[src/rtl/fpm_pkg.sv]
// Shared types and helpers for the page-mode DRAM controller.
// Assumes: nothing beyond IEEE 1800-2017 elaboration semantics.
package fpm_pkg;

    typedef enum logic [3:0] {
        S_PRE,   // row strobe high, counting precharge
        S_IDLE,  // precharged, no row open
        S_ACT,   // row address on the bus, strobe falls next edge
        S_ROW,   // row open, waiting row-to-column delay
        S_CSET,  // column address and write strobe set up
        S_COL,   // column strobe(s) low
        S_CP,    // column precharge
        S_OPEN,  // row open, waiting for a hit, miss or close
        S_REF    // bus granted to the refresh sequencer
    } fpm_state_e;

    function automatic int imax(input int a, input int b);
        return (a > b) ? a : b;
    endfunction

endpackage

[src/rtl/fpm_addr_split.sv]
// Splits a word address into row and column and forms the two
// multiplexed pin values.  Assumes ROW_W and COL_W fit in A_W.
module fpm_addr_split #(
    parameter int ROW_W = 12,
    parameter int COL_W = 8,
    parameter int A_W   = 12
) (
    input  logic [ROW_W+COL_W-1:0] addr,
    output logic [ROW_W-1:0]       row,
    output logic [A_W-1:0]         row_pins,
    output logic [A_W-1:0]         col_pins
);

    // Upper bits select the row, lower bits the column.
    always_comb begin
        row      = addr[ROW_W+COL_W-1:COL_W];
        row_pins = A_W'(addr[ROW_W+COL_W-1:COL_W]);
        col_pins = A_W'(addr[COL_W-1:0]);
    end

endmodule

[src/rtl/fpm_ras_timer.sv]
// Counts how long the row strobe has been low and high, and flags
// when the minimum low time is met and when the page must close.
// Assumes CLOSE_AT < LIMIT and both counters saturate.
module fpm_ras_timer #(
    parameter int CNT_W    = 16,
    parameter int RAS_MIN  = 14,
    parameter int CLOSE_AT = 100,
    parameter int LIMIT    = 120
) (
    input  logic             clk,
    input  logic             rst_n,
    input  logic             ras_n,
    output logic [CNT_W-1:0] lo_cnt,
    output logic [CNT_W-1:0] hi_cnt,
    output logic             min_met,
    output logic             must_close
);

    localparam logic [CNT_W-1:0] SAT   = '1;
    localparam logic [CNT_W-1:0] MIN_C = CNT_W'(RAS_MIN);
    localparam logic [CNT_W-1:0] CLS_C = CNT_W'(CLOSE_AT);
    localparam logic [CNT_W-1:0] LIM_C = CNT_W'(LIMIT);

    // Saturating run-length counters for both strobe levels.
    always_ff @(posedge clk) begin
        if (!rst_n) begin
            lo_cnt <= '0;
            hi_cnt <= '0;
        end else if (ras_n) begin
            lo_cnt <= '0;
            if (hi_cnt != SAT) hi_cnt <= hi_cnt + 1'b1;
        end else begin
            hi_cnt <= '0;
            if (lo_cnt != SAT) lo_cnt <= lo_cnt + 1'b1;
        end
    end

    assign min_met    = (lo_cnt >= MIN_C);
    assign must_close = (lo_cnt >= CLS_C);

    // the row strobe never outlives its maximum low time
    p_ras_limit_r11: assert property (@(posedge clk) disable iff (!rst_n)
        !ras_n |-> (lo_cnt < LIM_C));

endmodule

[src/rtl/fpm_ctrl.sv]
// Page-mode DRAM controller.  Sequences random reads, page reads and
// early writes against an unclocked multiplexed-address DRAM, keeps the
// row open for hits, closes it before the strobe limit and hands the
// bus to an external refresh sequencer on request.
// Assumes: the host holds a request stable until accepted; the refresh
// scheduler holds ref_req until ref_gnt and pulses ref_done while granted;
// T_RP, T_RCD >= 1 and T_RASP well above RAS_MIN plus two page cycles.
module fpm_ctrl
    import fpm_pkg::*;
#(
    parameter int ROW_W  = 12,
    parameter int COL_W  = 8,
    parameter int A_W    = 12,
    parameter int DQ_W   = 16,
    parameter int T_RP   = 8,
    parameter int T_RCD  = 4,
    parameter int T_RAS  = 12,
    parameter int T_RC   = 22,
    parameter int T_RAC  = 12,
    parameter int T_AA   = 6,
    parameter int T_CAC  = 3,
    parameter int T_CASW = 3,
    parameter int T_CP   = 2,
    parameter int T_PC   = 8,
    parameter int T_OFF  = 3,
    parameter int T_RASP = 19000
) (
    input  logic                   clk,
    input  logic                   rst_n,
    input  logic                   req_valid,
    output logic                   req_ready,
    input  logic                   req_write,
    input  logic [ROW_W+COL_W-1:0] req_addr,
    input  logic [DQ_W-1:0]        req_wdata,
    input  logic [DQ_W/8-1:0]      req_be,
    output logic                   rsp_valid,
    output logic [DQ_W-1:0]        rsp_rdata,
    input  logic                   ref_req,
    output logic                   ref_gnt,
    input  logic                   ref_done,
    output logic [A_W-1:0]         dram_a,
    output logic                   dram_ras_n,
    output logic                   dram_ucas_n,
    output logic                   dram_lcas_n,
    output logic                   dram_we_n,
    output logic                   dram_oe_n,
    output logic [DQ_W-1:0]        dram_dq_out,
    output logic                   dram_dq_oe,
    input  logic [DQ_W-1:0]        dram_dq_in
);

    localparam int LANES    = DQ_W / 8;
    localparam int RD_LEN   = imax(imax(T_CAC, T_AA), T_PC - T_CP - 1);
    localparam int RD_FIRST = imax(RD_LEN, T_RAC - T_RCD - 1);
    localparam int WR_LEN   = imax(T_CASW, T_PC - T_CP - 1);
    localparam int CP_RD    = imax(T_CP, T_OFF);
    localparam int RAS_MIN  = imax(T_RAS, T_RC - T_RP);
    localparam int GUARD    = imax(RD_FIRST, WR_LEN) + CP_RD + 3;
    localparam int CLOSE_AT = T_RASP - GUARD;
    localparam int CNT_W    = $clog2(T_RASP + 2);
    localparam int TMR_W    = $clog2(imax(imax(T_RP, T_RCD),
                                          imax(RD_FIRST, CP_RD)) + 1);

    localparam logic [TMR_W-1:0] L_RP    = TMR_W'(T_RP - 1);
    localparam logic [TMR_W-1:0] L_RCD   = TMR_W'(T_RCD - 1);
    localparam logic [TMR_W-1:0] L_RDF   = TMR_W'(RD_FIRST - 1);
    localparam logic [TMR_W-1:0] L_RD    = TMR_W'(RD_LEN - 1);
    localparam logic [TMR_W-1:0] L_WR    = TMR_W'(WR_LEN - 1);
    localparam logic [TMR_W-1:0] L_CPW   = TMR_W'(T_CP - 1);
    localparam logic [TMR_W-1:0] L_CPR   = TMR_W'(CP_RD - 1);
    localparam logic [CNT_W-1:0] RP_C    = CNT_W'(T_RP);
    localparam logic [CNT_W-1:0] RCD_C   = CNT_W'(T_RCD);

    fpm_state_e         state;
    logic [TMR_W-1:0]   tmr;
    logic [ROW_W-1:0]   row_open;
    logic               op_write;
    logic [LANES-1:0]   op_mask;
    logic [A_W-1:0]     op_col;
    logic [DQ_W-1:0]    op_wdata;
    logic               fresh;
    logic [LANES-1:0]   cas_on;
    logic [LANES-1:0]   cas_lane_n;
    logic               cas_idle;

    logic [ROW_W-1:0]   req_row;
    logic [A_W-1:0]     req_row_pins;
    logic [A_W-1:0]     req_col_pins;
    logic [LANES-1:0]   req_mask;
    logic               hit, accept, want_close;
    logic [CNT_W-1:0]   lo_cnt, hi_cnt;
    logic               min_met, must_close;

    fpm_addr_split #(.ROW_W(ROW_W), .COL_W(COL_W), .A_W(A_W)) u_split (
        .addr     (req_addr),
        .row      (req_row),
        .row_pins (req_row_pins),
        .col_pins (req_col_pins)
    );

    fpm_ras_timer #(.CNT_W(CNT_W), .RAS_MIN(RAS_MIN),
                    .CLOSE_AT(CLOSE_AT), .LIMIT(T_RASP)) u_ras (
        .clk        (clk),
        .rst_n      (rst_n),
        .ras_n      (dram_ras_n),
        .lo_cnt     (lo_cnt),
        .hi_cnt     (hi_cnt),
        .min_met    (min_met),
        .must_close (must_close)
    );

    // Per-lane strobe drive: each byte lane has its own column strobe.
    for (genvar i = 0; i < LANES; i++) begin : g_lane
        assign cas_lane_n[i] = ~cas_on[i];
    end
    assign dram_lcas_n = cas_lane_n[0];
    assign dram_ucas_n = cas_lane_n[LANES-1];
    assign cas_idle    = &cas_lane_n;

    // Request decode: lane mask (empty means word), hit test, acceptance.
    always_comb begin
        req_mask   = (req_be == '0) ? '1 : req_be;
        hit        = (req_row == row_open);
        req_ready  = !ref_req && ((state == S_IDLE) ||
                     (state == S_OPEN && hit && !must_close));
        accept     = req_valid && req_ready;
        want_close = ref_req || must_close || (req_valid && !hit);
        ref_gnt    = (state == S_REF);
    end

    // Main sequencer: strobes, address mux, data bus and read capture.
    always_ff @(posedge clk) begin
        if (!rst_n) begin
            state       <= S_PRE;
            tmr         <= L_RP;
            row_open    <= '0;
            op_write    <= 1'b0;
            op_mask     <= '0;
            op_col      <= '0;
            op_wdata    <= '0;
            fresh       <= 1'b0;
            cas_on      <= '0;
            dram_a      <= '0;
            dram_ras_n  <= 1'b1;
            dram_we_n   <= 1'b1;
            dram_oe_n   <= 1'b1;
            dram_dq_out <= '0;
            dram_dq_oe  <= 1'b0;
            rsp_valid   <= 1'b0;
            rsp_rdata   <= '0;
        end else begin
            rsp_valid <= 1'b0;
            if (accept) begin
                op_write <= req_write;
                op_mask  <= req_mask;
                op_col   <= req_col_pins;
                op_wdata <= req_wdata;
                row_open <= req_row;
            end
            case (state)
                S_PRE: begin
                    if (tmr == '0) state <= S_IDLE;
                    else           tmr   <= tmr - 1'b1;
                end
                S_IDLE: begin
                    if (ref_req) begin
                        state <= S_REF;
                    end else if (accept) begin
                        dram_a <= req_row_pins;
                        state  <= S_ACT;
                    end
                end
                S_ACT: begin
                    dram_ras_n <= 1'b0;
                    fresh      <= 1'b1;
                    tmr        <= L_RCD;
                    state      <= S_ROW;
                end
                S_ROW: begin
                    if (tmr != '0) begin
                        tmr <= tmr - 1'b1;
                    end else begin
                        dram_a      <= op_col;
                        dram_we_n   <= !op_write;
                        dram_oe_n   <= op_write;
                        dram_dq_oe  <= op_write;
                        dram_dq_out <= op_wdata;
                        state       <= S_CSET;
                    end
                end
                S_CSET: begin
                    cas_on <= op_mask;
                    tmr    <= op_write ? L_WR : (fresh ? L_RDF : L_RD);
                    state  <= S_COL;
                end
                S_COL: begin
                    if (tmr != '0) begin
                        tmr <= tmr - 1'b1;
                    end else begin
                        cas_on     <= '0;
                        dram_we_n  <= 1'b1;
                        dram_oe_n  <= 1'b1;
                        dram_dq_oe <= 1'b0;
                        fresh      <= 1'b0;
                        if (!op_write) begin
                            rsp_valid <= 1'b1;
                            rsp_rdata <= dram_dq_in;
                        end
                        tmr   <= op_write ? L_CPW : L_CPR;
                        state <= S_CP;
                    end
                end
                S_CP: begin
                    if (tmr == '0) state <= S_OPEN;
                    else           tmr   <= tmr - 1'b1;
                end
                S_OPEN: begin
                    if (accept) begin
                        tmr   <= '0;
                        state <= S_ROW;
                    end else if (want_close && min_met) begin
                        dram_ras_n <= 1'b1;
                        tmr        <= L_RP;
                        state      <= S_PRE;
                    end
                end
                S_REF: begin
                    if (ref_done) begin
                        tmr   <= L_RP;
                        state <= S_PRE;
                    end
                end
                default: state <= S_PRE;
            endcase
        end
    end

    // precharge time before every row strobe fall
    p_precharge_r3: assert property (@(posedge clk) disable iff (!rst_n)
        $fell(dram_ras_n) |-> (hi_cnt >= RP_C));

    // row-to-column delay before a column strobe fall
    p_row_to_col_r4: assert property (@(posedge clk) disable iff (!rst_n)
        $fell(cas_idle) |-> (lo_cnt >= RCD_C));

    // column strobes only inside an open row
    p_col_in_row_r4: assert property (@(posedge clk) disable iff (!rst_n)
        !cas_idle |-> !dram_ras_n);

    // the lane strobes never stagger inside one pulse
    p_no_stagger_r6: assert property (@(posedge clk) disable iff (!rst_n)
        (!cas_idle && !$past(cas_idle)) |-> (cas_lane_n == $past(cas_lane_n)));

    // write strobe and column address are settled before the column strobe falls
    p_col_setup_r7: assert property (@(posedge clk) disable iff (!rst_n)
        $fell(cas_idle) |-> ($stable(dram_we_n) && $stable(dram_a)));

    // output enable is off whenever the controller drives the bus
    p_no_fight_r7: assert property (@(posedge clk) disable iff (!rst_n)
        dram_dq_oe |-> dram_oe_n);

    // read responses are single-cycle pulses
    p_rsp_pulse_r8: assert property (@(posedge clk) disable iff (!rst_n)
        rsp_valid |=> !rsp_valid);

    // all strobes parked high while the refresh owns the bus
    p_grant_quiet_r12: assert property (@(posedge clk) disable iff (!rst_n)
        ref_gnt |-> (dram_ras_n && cas_idle && !dram_dq_oe));

endmodule

[config.mk]
export PLATFORM = sky130hd
export DESIGN_NAME = fpm_ctrl
export DESIGN_NICKNAME = d
export VERILOG_FILES = /design/src/rtl/fpm_pkg.sv /design/src/rtl/fpm_addr_split.sv /design/src/rtl/fpm_ras_timer.sv /design/src/rtl/fpm_ctrl.sv
export SDC_FILE = /design/constraint.sdc
export NUM_CORES = 1
export LEC_CHECK = 0
export ABC_AREA = 1
export BUFFER_PORTS_ARGS = -buffer_cell sky130_fd_sc_hd__buf_2
export CORE_UTILIZATION = 48
export DETAILED_ROUTE_END_ITERATION = 8
export MAX_ROUTING_LAYER = met4
export PLACE_DENSITY = 0.75
export SYNTH_ARGS = -nofsm -noshare
export SYNTH_HDL_FRONTEND = slang
export SYNTH_SLANG_ARGS = --single-unit
[constraint.sdc]
create_clock -name clk -period 2 [get_ports clk]
set_clock_uncertainty 0.1 [all_clocks]
set_input_delay 0.4 -clock clk [delete_from_list [all_inputs] [get_ports clk]]
set_output_delay 0.4 -clock clk [all_outputs]
set_load 0.05 [all_outputs]
## Word-level counts from Yosys, hierarchy flattened

Index checks and enable logic that the tools add are counted.

| word-level totals | value |
|---|---|
| register bits after elaboration | 114 |
| logic and storage cells | 125 |

| operators by class | value |
|---|---|
| add/subtract/negate cells | 2 |
| order comparisons | 2 |
| equal/unequal tests | 23 |
| muxes and demuxes | 39 |
| bitwise logic cells | 6 |
| reduce and logical (&&, ||, !) cells | 35 |

Operators with widths:

| cell | number |
|---|---|
| 2-to-1 mux 4 bit | 15 |
| 2-to-1 mux 12 bit | 3 |
| one-hot mux 4 bit (9 select lines) | 1 |
| one-hot mux 4 bit (7 select lines) | 1 |
| one-hot mux 12 bit (2 select lines) | 1 |
| != test 2 bit, second input constant | 9 |
| equality test 4 x 3 -> 1 bit, second input constant | 4 |
| adder 15 x 1 -> 15 bit, second input constant | 1 |
| greater-or-equal comparator 15 bit, second input constant | 1 |
| greater-or-equal comparator 15 x 4 -> 1 bit, second input constant | 1 |
| != test 15 bit, second input constant | 1 |
| equality test 12 bit | 1 |
| 2-to-1 mux 2 bit | 5 |
| one-hot mux 1 bit (2 select lines) | 5 |
| nonzero test 2 bit | 5 |
| AND reduction 3 bit | 3 |
| equality test 4 x 2 -> 1 bit, second input constant | 2 |
| zero test 4 bit | 2 |
| 2-to-1 mux 1 bit | 7 |
| AND reduction 7 bit | 1 |
| nonzero test 7 bit | 1 |
| logical AND 1 bit | 6 |
| inverter 1 bit | 6 |
| AND reduction 2 bit | 3 |
| 15 further kinds | 22 |

## Depth between registers and ports, before layout

| logic depth | value |
|---|---|
| depth in word-level cells | 9 |
| gate-level depth with buffers | 15 |
| depth with buffers taken out | 15 |

## Cells and area by module

From an unflattened synthesis, not the netlist that was laid out.

| second synthesis, totals | value |
|---|---|
| cell total of the unflattened synthesis | 921 |
| area, all modules | 6,483.7 µm² |

By module, submodules not included:

| module | instances | cells an instance | area an instance (µm²) | sequential area each (µm²) |
|---|---|---|---|---|
| fpm_ctrl | 1 | 614 | 4,426.7 | 2,062.0 |
| fpm_ras_timer | 1 | 270 | 1,783.0 | 600.6 |
| fpm_addr_split | 1 | 37 | 274.0 | 0.0 |

## Worst setup path after synthesis

Ideal clock, no wire load.

| path | value |
|---|---|
| path type | flip-flop to flip-flop |
| start point | register u_ras.lo_cnt[0] |
| end point | register tmr[0] |
| library setup time | 0.133 ns |
| arrival | 2.062 ns |
| data required time | 1.767 ns |
| setup slack | -0.295 ns |
| stages on the path, launching flop included | 15 |
| buffers on the path | 1 |
| period minus slack after synthesis | 2.295 ns |
| cell sequence | dfxtp_1 > ha_1 > inv_1 > nor2_1 > nand3_1 > nor2_1 > nand2_1 > nand3_1 > o21bai_2 > nand2_2 > buf_6 > a21oi_1 > nand2_1 > nand2_1 > nand3_1 |

| on the way | value |
|---|---|
| word-level cells in the longest chain between the ends | 8 |
| elaborated cells on any way between the ends | 14 |

RTL lines:

| what | line | text |
|---|---|---|
| from (decl) | fpm_ras_timer.sv:13 | `output logic [CNT_W-1:0] lo_cnt,` |
| from (signal assigned) | fpm_ras_timer.sv:34 | `if (lo_cnt != SAT) lo_cnt <= lo_cnt + 1'b1;` |
| greater-or-equal comparator 15 bit (*) | fpm_ras_timer.sv:39 | `assign must_close = (lo_cnt >= CLS_C);` |
| zero test 1 bit (*) | fpm_ctrl.sv:125 | `(state == S_OPEN && hit && !must_close));` |
| logical AND 1 bit (*) | fpm_ctrl.sv:125 |  |
| logical OR 1 bit (*) | fpm_ctrl.sv:124 | `req_ready = !ref_req && ((state == S_IDLE) \|\|` |
| logical AND 1 bit (*) | fpm_ctrl.sv:124 |  |
| net req_ready | fpm_ctrl.sv:31 | `output logic req_ready,` |
| logical AND 1 bit (*) | fpm_ctrl.sv:126 | `accept = req_valid && req_ready;` |
| 2-to-1 mux 4 bit or != test 3 x 2 -> 1 bit (tied branches) | - |  |
| one-hot mux 4 bit (7 select lines) or AND reduction 5 bit (tied branches) | - |  |
| to (signal assigned) | fpm_ctrl.sv:163 | `else tmr <= tmr - 1'b1;` |
| to (signal assigned) | fpm_ctrl.sv:181 | `tmr <= tmr - 1'b1;` |
| to (signal assigned) | fpm_ctrl.sv:215 | `else tmr <= tmr - 1'b1;` |
| to (decl) | fpm_ctrl.sv:75 | `logic [TMR_W-1:0] tmr;` |

Mark *: on every way through the listed nets, which the timed path passes. The rest lies on a longest branch.
A chain may end at the register's enable or synchronous reset.

## Final worst setup path

| path | value |
|---|---|
| start point | register row_open[7] |
| end point | output req_ready |

| on the way | value |
|---|---|
| word-level cells in the longest chain between the ends | 5 |

RTL lines:

| what | line | text |
|---|---|---|
| from (decl) | fpm_ctrl.sv:76 | `logic [ROW_W-1:0] row_open;` |
| from (signal assigned) | fpm_ctrl.sv:158 | `row_open <= req_row;` |
| equality test 12 bit | fpm_ctrl.sv:123 | `hit = (req_row == row_open);` |
| logical AND 1 bit (2 in a row) | fpm_ctrl.sv:125 |  |
| logical OR 1 bit | fpm_ctrl.sv:124 |  |
| logical AND 1 bit | fpm_ctrl.sv:124 |  |
| to (decl) | fpm_ctrl.sv:31 |  |

Every way passes these cells.

==> metrics.md <==
| Metric | Value |
|---|---|
| Router iterations before antenna repair | 5 |
| GRT met1 Usage | 30.4% |
| Synth Register Bits | 114 |
| Leak pwr | 3.21 nW |
| First-pass GRT wire length | 21200 um |
| Worst EP arrival | 1.78 ns |
| Clock latency on the worst-skew pair | 0.52 ns |
| Final hold vios | 0 |
| Slew @ Worst Pin | 0.359 ns |
| Setup WS post-layout | -0.277 ns |
| Met2 usage in global routing | 43.4% |
| Synthesized area per cell | 7.03 um^2 |
| Most frequent cells in the layout | nor2_1 (159), buf_2 (110), nand2_1 (105) |
| Switch Pwr | 0.00231 W |
| Number of routed nets with antenna violations | 0 |
| CP max FO | 2 |
| Setup_tns | -0.533 ns |
| Post-synthesis cell count | 699 |
| RSZ-0062 raised after global routing | yes |
| Post-DP HPWL | 9030 um |
| Clock Tree Root | clkbuf_8 |
| Pwr/cell area | 1030 mW/mm^2 |
| CP cell instances | inv_2 > nand2_1 > nand2_1 > nor2_1 > nand2_1 > nor2_2 > nand3_2 > o21bai_4 > buf_8 |
| Final setup violation count | 6 |
| I/O Pins | 113 |
| Placed cell count | 961 |
| Die Footprint | 0.0106 mm^2 |
| Antenna Diode Count | 0 |
| Critical path's top delay family | simple AND/OR/NAND/NOR gates |
| Routed via count | 5148 |
| Routed WL per cell | 13.2 um |
| Layout Nets | 925 |
| GR peak layer | met2 |
| Failing checks | setup timing |
| 1st-iter DRT viols | 173 |
| Vias in the first global route | 4861 |
| Number of port buffers | 112 |
| Remaining DRCs | 0 |
| Vias per cell | 5.11 |
| Met3 Usage GRT | 7.12% |
| Max stage delay on crit path | 0.33 ns |
| Max cap viols | 0 |
| Core area | 0.00986 mm^2 |
| Min cycle time layout | 2.28 ns |
| Htree depth | 4 |
| Syn-to-layout area delta | 39.5% |
| Most common cell after layout, fill and taps aside | nor2_1 |
| CP endpoint kind | primary output |
| Site row count | 36 |
| Clock Pin Slew Worst Setup and Hold Paths | 0.06 ns |
| Final GP Congestion | 0.894 |
| Sink Count | 114 |
| Die width | 103 um |
| Critical path type | reg2out |
| Slowest CP cell | dfxtp_2 |
| Sequential share of power | 36.8% |
| Worst vdd ir | 0.000645 V |
| Top post-synthesis cells by area | dfxtp_1 (46%), nor2_1 (13%), o21ai_0 (9.3%), nand2_1 (8.3%), inv_1 (4.8%) |
| Net Count, Synth | 763 |
| Total GRT Usage | 26.6% |
| Starting Density | 49.8% |
| Seq/Total Area, Yosys | 46.4% |
| Fin crit share | 114% |
| Comb pwr share | 23.2% |
| Sw frac | 32.7% |
| CP Data Required Time | 1.50 ns |
| Maximum buffer depth of the clock tree | 2 |
| Max Freq | 439 MHz |
| Die Y | 103 um |
| Fraction of layout cells with a size suffix above 1 | 30.0% |
| Crit-path most repeated cell | nand2_1 |
| Max-slew violations | 0 |
| Status | finished with violations |
| Hold Path Class | in2reg |
| Synth Warn # | 0 |
| Area leader, netlist | dfxtp_1 |
| Total CTS buffers | 17 |
| Slew HR | 76.0% |
| Routed WL | 13300 um |
| CP Launch Type | flop |
| Library cells used by synthesis | 34 |
| Internal | 0.00476 W |
| Initial antenna violation count | 0 |
| Post-synth top area share | 46.4% |
| Mapped cell area | 0.00491 mm^2 |
| CTS tree | built |
| WP buf/inv | 2 |
| GRT overflow | 0 |
| Clock group share of total power | 40.0% |
| Largest net degree at the start of global routing | 88 |
| Post-Layout Cell Count | 1007 |
[cell families after synthesis]
family | share of synthesized area [%]
XOR/XNOR | 1.25
flip-flops | 46.4
AO/OA/AOI/OAI | 15.1
adder cells (fa/ha/maj) | 1.02
buffers and inverters | 7.36
AND/OR/NAND/NOR | 28.9
[per-layer routing]
layer  vias to the layer above  share of wire, %
met2                       134                50
met4                         0               2.2
met5                         -                 0
li1                       2588                 -
met1                      2393                43
met3                        33               5.3
[registers in the layout, summed over array words and instances, names as in the netlist]
register and cells:
dram_oe_n 1, state 4, dram_dq_out 16, fresh 1, dram_we_n 1, row_open 12, rsp_valid 1, op_write 1
dram_dq_oe 1, tmr 4, op_wdata 16, cas_on 2, dram_ras_n 1, op_mask 2, dram_a 12, u_ras.lo_cnt 15
op_col 8, rsp_rdata 16
[worst min-delay path, stage by stage]
cell,delay (ns)
buf_2,0.07
nor2_1,0.03
nor2_1,0.09
[cell type report]
type / instances / area [um^2]
tap: 133 / 166
clock buffer: 17 / 414
inverter: 66 / 263
clock inverter: 15 / 149
sequential: 114 / 2310
multi-input combinational: 493 / 2470
timing repair buffer: 169 / 1080
fill: 772 / 3010
[synthesized netlist by cell type]
library cell  count
a21o_1            1
a31oi_1           6
nand3_1          29
o21bai_1          1
clkinv_1          1
nor4_1            5
clkbuf_1         18
xor2_1            2
inv_2             2
a311oi_1          4
nand4_1           5
nor3_1           11
a211oi_1          1
nand2_2           2
o211ai_1          1
dfxtp_1         114
o21ai_0          91
or2_2             1
ha_1              4
xnor2_1           5
nor3b_1           1
nor2_1          174
nand2_1         109
buf_2             7
o21a_1            1
nor3_4            1
o21bai_2          1
a21oi_1          31
inv_1            63
a21oi_2           1
nor3_2            1
or2_0             1
nor2_4            3
buf_6             1
[timing repair]
action,CTS,global route
resized for setup,24,67
gates cloned,0,1
setup endpoints to repair,7,81
endpoints found under the hold margin,5,0
setup buffers,5,3
pin swaps,9,18
hold buffers,5,0
[final timing paths]
check                 end          start  slack (ns)  cells past startpoint
max             req_ready    row_open[7]       -0.28                      9
min          rsp_rdata[3]  dram_dq_in[3]        0.01                      3
max reg2reg        tmr[1]    row_open[7]       -0.09                     15
min reg2reg         fresh          fresh        0.36                      2
[metrics by stage]
stage | hold WS, ns | util [%] | worst slack, ns | instance area, um^2 | total power [W]
floorplan | 0.339 | - | -0.0393 | 4990 | 0.00368
global placement | 0.352 | 60.1 | -0.0810 | 5930 | 0.00403
detailed placement | 0.351 | 60.1 | -0.167 | 5930 | 0.00409
CTS | 0.00146 | 67.3 | -0.288 | 6640 | 0.00699
global route | 0.00441 | 69.5 | -0.371 | 6850 | 0.00743
finish | 0.0134 | 69.5 | -0.277 | 6850 | 0.00707
[power by group through the flow]
stage	clock network, W	logic, W	registers, W
2_1_floorplan	0	0.000962	0.00272
4_1_cts	0.00286	0.00153	0.00259
3_3_place_gp	0	0.00140	0.00263
5_1_grt	0.00297	0.00184	0.00262
3_5_place_dp	0	0.00145	0.00264
6_report	0.00283	0.00164	0.00260
(Power assumes the default switching activity.)
